===== src/rtl/pdcg_pkg.sv =====
package pdcg_pkg;
   typedef enum logic [1:0] {
      PLL_STOP   = 2'b00,
      PLL_BYPASS = 2'b01,
      PLL_LOCKED = 2'b10,
      PLL_RSVD   = 2'b11
   } pll_mode_e;
endpackage


===== src/rtl/pdcg_gate_flop.sv =====
module pdcg_gate_flop #(
   parameter logic RST_VAL = 1'b0
) (
   input  logic clk,
   input  logic rst_n,
   input  logic d,
   output logic q
);
   always_ff @(posedge clk) begin
      if (!rst_n) q <= RST_VAL;
      else        q <= d;
   end
endmodule


===== src/rtl/pdcg_mod_idle.sv =====
module pdcg_mod_idle (
   input  logic clk,
   input  logic rst_n,
   input  logic en,
   input  logic autoidle,
   input  logic req,
   output logic ack,
   output logic idle_ok
);
   logic ack_q;

   always_ff @(posedge clk) begin
      if (!rst_n) ack_q <= 1'b0;
      else        ack_q <= autoidle & ~req;
   end

   assign ack     = ack_q;
   // a live request wakes the clock at once, not one cycle later
   assign idle_ok = ~en | (autoidle & ack_q & ~req);
endmodule


===== src/rtl/pdcg_ctrl.sv =====
module pdcg_ctrl
   import pdcg_pkg::*;
#(
   parameter int N_MOD  = 4,
   parameter int N_SLOW = 4
) (
   input  logic              clk,
   input  logic              rst_n,
   input  logic [N_MOD-1:0]  mod_en,
   input  logic [N_MOD-1:0]  mod_autoidle,
   input  logic [N_MOD-1:0]  mod_req,
   output logic [N_MOD-1:0]  idle_ack,
   input  logic [N_SLOW-1:0] slow_en,
   input  logic              sr_enable,
   input  logic              save_done,
   input  logic              restore_done,
   input  logic              dom_on,
   input  logic              pll_en,
   input  logic [1:0]        pll_mode,
   output logic              ick_gate_en,
   output logic              slow_gate_en,
   output logic              sr_gate_en,
   output logic              pll_gate_en
);
   localparam int MAX_MOD = 32;

   if (N_MOD < 1 || N_MOD > MAX_MOD) begin : g_bad_nmod
      $error("pdcg_ctrl: N_MOD out of range");
   end
   if (N_SLOW < 1) begin : g_bad_nslow
      $error("pdcg_ctrl: N_SLOW must be at least 1");
   end

   logic [N_MOD-1:0] idle_ok;

   for (genvar i = 0; i < N_MOD; i++) begin : g_mod
      pdcg_mod_idle u_idle (
         .clk      (clk),
         .rst_n    (rst_n),
         .en       (mod_en[i]),
         .autoidle (mod_autoidle[i]),
         .req      (mod_req[i]),
         .ack      (idle_ack[i]),
         .idle_ok  (idle_ok[i])
      );
   end

   logic ick_d, slow_d, sr_d, pll_d, sr_done;

   assign ick_d   = ~(&idle_ok);
   assign slow_d  = |slow_en;
   assign sr_done = dom_on ? restore_done : save_done;
   assign sr_d    = sr_enable & ~sr_done;
   assign pll_d   = pll_en & (pll_mode_e'(pll_mode) == PLL_LOCKED);

   pdcg_gate_flop #(.RST_VAL(1'b1)) u_ick  (.clk(clk), .rst_n(rst_n), .d(ick_d),  .q(ick_gate_en));
   pdcg_gate_flop #(.RST_VAL(1'b0)) u_slow (.clk(clk), .rst_n(rst_n), .d(slow_d), .q(slow_gate_en));
   pdcg_gate_flop #(.RST_VAL(1'b0)) u_sr   (.clk(clk), .rst_n(rst_n), .d(sr_d),   .q(sr_gate_en));
   pdcg_gate_flop #(.RST_VAL(1'b0)) u_pll  (.clk(clk), .rst_n(rst_n), .d(pll_d),  .q(pll_gate_en));
endmodule


===== config.mk =====
export PLATFORM = sky130hd
export DESIGN_NAME = pdcg_ctrl
export DESIGN_NICKNAME = d
export VERILOG_FILES = /design/src/rtl/pdcg_pkg.sv /design/src/rtl/pdcg_gate_flop.sv /design/src/rtl/pdcg_mod_idle.sv /design/src/rtl/pdcg_ctrl.sv
export SDC_FILE = /design/constraint.sdc
export NUM_CORES = 1
export LEC_CHECK = 0
export BUFFER_PORTS_ARGS = -buffer_cell sky130_fd_sc_hd__buf_2
export CORE_AREA = 2 2 39 41
export CTS_BUF_LIST = sky130_fd_sc_hd__clkbuf_4 sky130_fd_sc_hd__clkbuf_8
export CTS_CLUSTER_DIAMETER = 150
export DETAILED_ROUTE_END_ITERATION = 10
export DIE_AREA = 0 0 41 43
export PLACE_DENSITY = 0.61
export SYNTH_ARGS = -nofsm -noshare
export SYNTH_HDL_FRONTEND = slang
export SYNTH_HIERARCHICAL = 1
export SYNTH_SLANG_ARGS = --single-unit

===== constraint.sdc =====
create_clock -name clk -period 1 [get_ports clk]
set_input_delay 0.05 -clock clk [delete_from_list [all_inputs] [get_ports clk]]
set_output_delay 0.05 -clock clk [all_outputs]
set_load 0.05 [all_outputs]

==> impl_results.rst <==
.. list-table::
   :header-rows: 1

   * - Metric
     - Value
   * - Routed length on met3
     - 83 um
   * - Ratio of cells with drive above 1 in the final layout
     - 60.00%
   * - FMAX
     - 1148 MHz
   * - Number of global-route vias before repair
     - 304
   * - Number of setup violations in the final report
     - 0
   * - Period Utilization, post-route
     - 87.10%
   * - Routed via count
     - 337
   * - Worst slew margin
     - 83.47%
   * - Wire length reported by the detailed router
     - 656 um
   * - Synthesized net count
     - 55
   * - Post-route clock skew
     - 0.0001731 ns
   * - NumNets Final
     - 92
   * - Warnings from Yosys
     - 6
   * - Post-synthesis register bit count
     - 8
   * - CP cell instances
     - buf_2
   * - Delay of the slowest cell on the worst path
     - 0.32 ns
   * - First-pass GRT wire length
     - 1021 um
   * - Worst setup path category
     - register to primary output
   * - Htree depth
     - 1
   * - Root cell of the clock tree
     - sky130_fd_sc_hd__clkbuf_4
   * - Number of placed I/O pins
     - 33
   * - Area inside the core boundary
     - 1384 um2
   * - Cell Count Post-Placement
     - 78
   * - Die X
     - 41 um
   * - Wire length per cell after detailed routing
     - 8.099 um
   * - Topmost layer with routed signal wires
     - met3
   * - Number of setup buffers added after CTS
     - 0
   * - DRC Markers
     - 0
   * - Number of buffers created by CTS
     - 3
   * - Num Clock Sinks
     - 8
   * - Final TNS setup
     - 0 ns
   * - Crit path capture type
     - primary output
   * - Hold buffers post-CTS
     - 0
   * - Max FO, Critical Path
     - 2
   * - Largest net degree at the start of global routing
     - 9
   * - Final instance count without filler cells
     - 81
   * - Final GP Congestion
     - 0.5720
   * - Clock-pin slew of the registers on the worst-case setup and hold paths
     - 0.05 ns
   * - Slew at the pin with the worst max-slew slack
     - 0.2496 ns
   * - Summed instance area of the synthesized netlist
     - 302.8 um2
   * - Mapped Cells
     - 30
   * - RSZ-0062 raised after global routing
     - no
   * - Via density per instance
     - 4.160
   * - Antenna-violating nets left
     - 0
   * - Netlist cell types
     - 10
   * - Number of cell rows
     - 14
   * - Crit path buf inv count
     - 1
   * - Maximum clock path buffer count
     - 2
   * - Synthesis-to-layout area growth
     - 68.60%
   * - Average cell area after synthesis
     - 10.09 um2
   * - Clock insertion delay at the later pin of the skew report
     - 0.24 ns
   * - Detail Route met2 WL
     - 313 um
   * - TritonCTS clock tree
     - done
   * - Number of fillers in the final layout
     - 147
   * - Number of inserted diodes
     - 0
   * - Final-report max-slew violation count
     - 0
   * - Initial standard-cell utilization of the core
     - 21.88%
   * - Outcome
     - finished clean
   * - Start of the worst register-to-register path
     - g_mod[2].u_idle/ack
   * - Number of violations of the max-capacitance limit
     - 0
   * - Crit. Startpoint
     - g_mod[2].u_idle/ack
   * - Final period demand of the worst path
     - 0.8710 ns
   * - Max stage delay cell, worst path
     - sky130_fd_sc_hd__dfxtp_2
   * - Beginning of the worst hold path
     - rst_n
   * - Register-to-register setup slack
     - 0.22 ns
   * - Worst path required time
     - 0.95 ns
   * - GR Util All Layers
     - 8.744%
   * - Hold Fails Final Rpt
     - 0
   * - Die Area
     - 1763 um2
   * - Register area share after synthesis
     - 52.89%
   * - Detailed-routing wirelength on met1
     - 259 um
   * - DIE HEIGHT
     - 43 um
   * - Quantity of gates resized following cts
     - 0
   * - IO Port Bufs
     - 32
   * - Count of routing violations after the opening detailed-route iteration
     - 1
   * - Family with the most delay on the worst path
     - flip-flops
   * - Data arrival time of the critical path
     - 0.82 ns
   * - Power Density
     - 1381 nW/um2
   * - Startpoint type of the worst setup path
     - register
   * - Peak ir drop on the vdd network
     - 492.9 uV
   * - Class of the tightest hold or removal check
     - primary input to register
   * - Initial antenna violation count
     - 0
   * - Final global-route overflow total
     - 0
   * - 1st-pass router iterations
     - 3
   * - Leakage Power
     - 0.2846 nW
[sequential cells by signal, summed over array words and instances (netlist names)]
signal,cells
u_ick/q,1
u_sr/q,1
u_pll/q,1
u_slow/q,1
g_mod.u_idle/ack,4
[worst paths after layout]
check	endpoint	depth (start not counted)
worst max-delay path	idle_ack[2]	1
worst min-delay path	u_ick/q	2
worst max register to register	u_ick/q	4
worst min register to register	u_ick/q	4
[kinds of logic (layout without fill, tap and decap cells)]
| group | Yosys count | in the layout | share of synthesized area, % |
|---|---|---|---|
| DFF | 8 | 8 | 52.89 |
| and+or+nand+nor | 21 | 21 | 43.80 |
| buffers and inverters | 0 | 35 | 0 |
| muxes | 1 | 1 | 3.306 |
[layer usage]
| metal | vias to the layer above | GRT usage [%] |
|---|---|---|
| met5 | - | 0 |
| met4 | 0 | 6.000 |
| met3 | 0 | 3.141 |
| met2 | 19 | 14.06 |
| met1 | 145 | 8.710 |
| li1 | 173 | - |
[cell usage in the layout, fill, tap and decap left out]
master                     instances
sky130_fd_sc_hd__mux2i_1           1
sky130_fd_sc_hd__dfxtp_1           4
sky130_fd_sc_hd__buf_2            32
sky130_fd_sc_hd__dfxtp_2           4
sky130_fd_sc_hd__nor2_1            1
sky130_fd_sc_hd__or4_1             1
sky130_fd_sc_hd__nand2b_1          1
sky130_fd_sc_hd__nand3b_1          4
sky130_fd_sc_hd__and3b_1           4
sky130_fd_sc_hd__and2_1            4
sky130_fd_sc_hd__nand4_1           1
sky130_fd_sc_hd__clkbuf_4          3
sky130_fd_sc_hd__nand2_1           5
[synthesized netlist by cell type, drive strengths merged]
library cell / instances / area, um2
nand3b: 4 / 30.03
nor2: 1 / 3.750
or4: 1 / 7.510
nand2: 5 / 18.77
dfxtp: 8 / 160.2
and2: 4 / 25.02
mux2i: 1 / 10.01
nand2b: 1 / 6.260
and3b: 4 / 35.03
nand4: 1 / 6.260
[metrics by stage]
step	worst slack (ns)	power (mW)	utilization, %	area, um2	hold slack [ns]
2_1_floorplan	0.04145	0.4129	-	307.8	0.1230
3_3_place_gp	0.1144	0.4747	35.26	488.0	0.3009
3_5_place_dp	0.1117	0.4772	35.26	488.0	0.3021
4_1_cts	0.1187	0.7235	36.89	510.5	0.03985
5_1_grt	0.09487	0.7529	36.89	510.5	0.04992
6_report	0.1290	0.7051	36.89	510.5	0.04217
[final cells by class]
type | count | area (um2) | share of cell area (%)
repair buffers | 32 | 160.2 | 31.37
well taps | 16 | 20.02 | 3.922
clock buffers | 3 | 22.52 | 4.412
flip-flops and latches | 8 | 165.2 | 32.35
multi-input cells | 22 | 142.6 | 27.94
[where the power goes]
part,switching (mW),internal (mW)
clock,0.0996,0.137
combinational,0.0736,0.0581
sequential,0.00399,0.333
No activity file was read; power rests on OpenSTA's default activity.
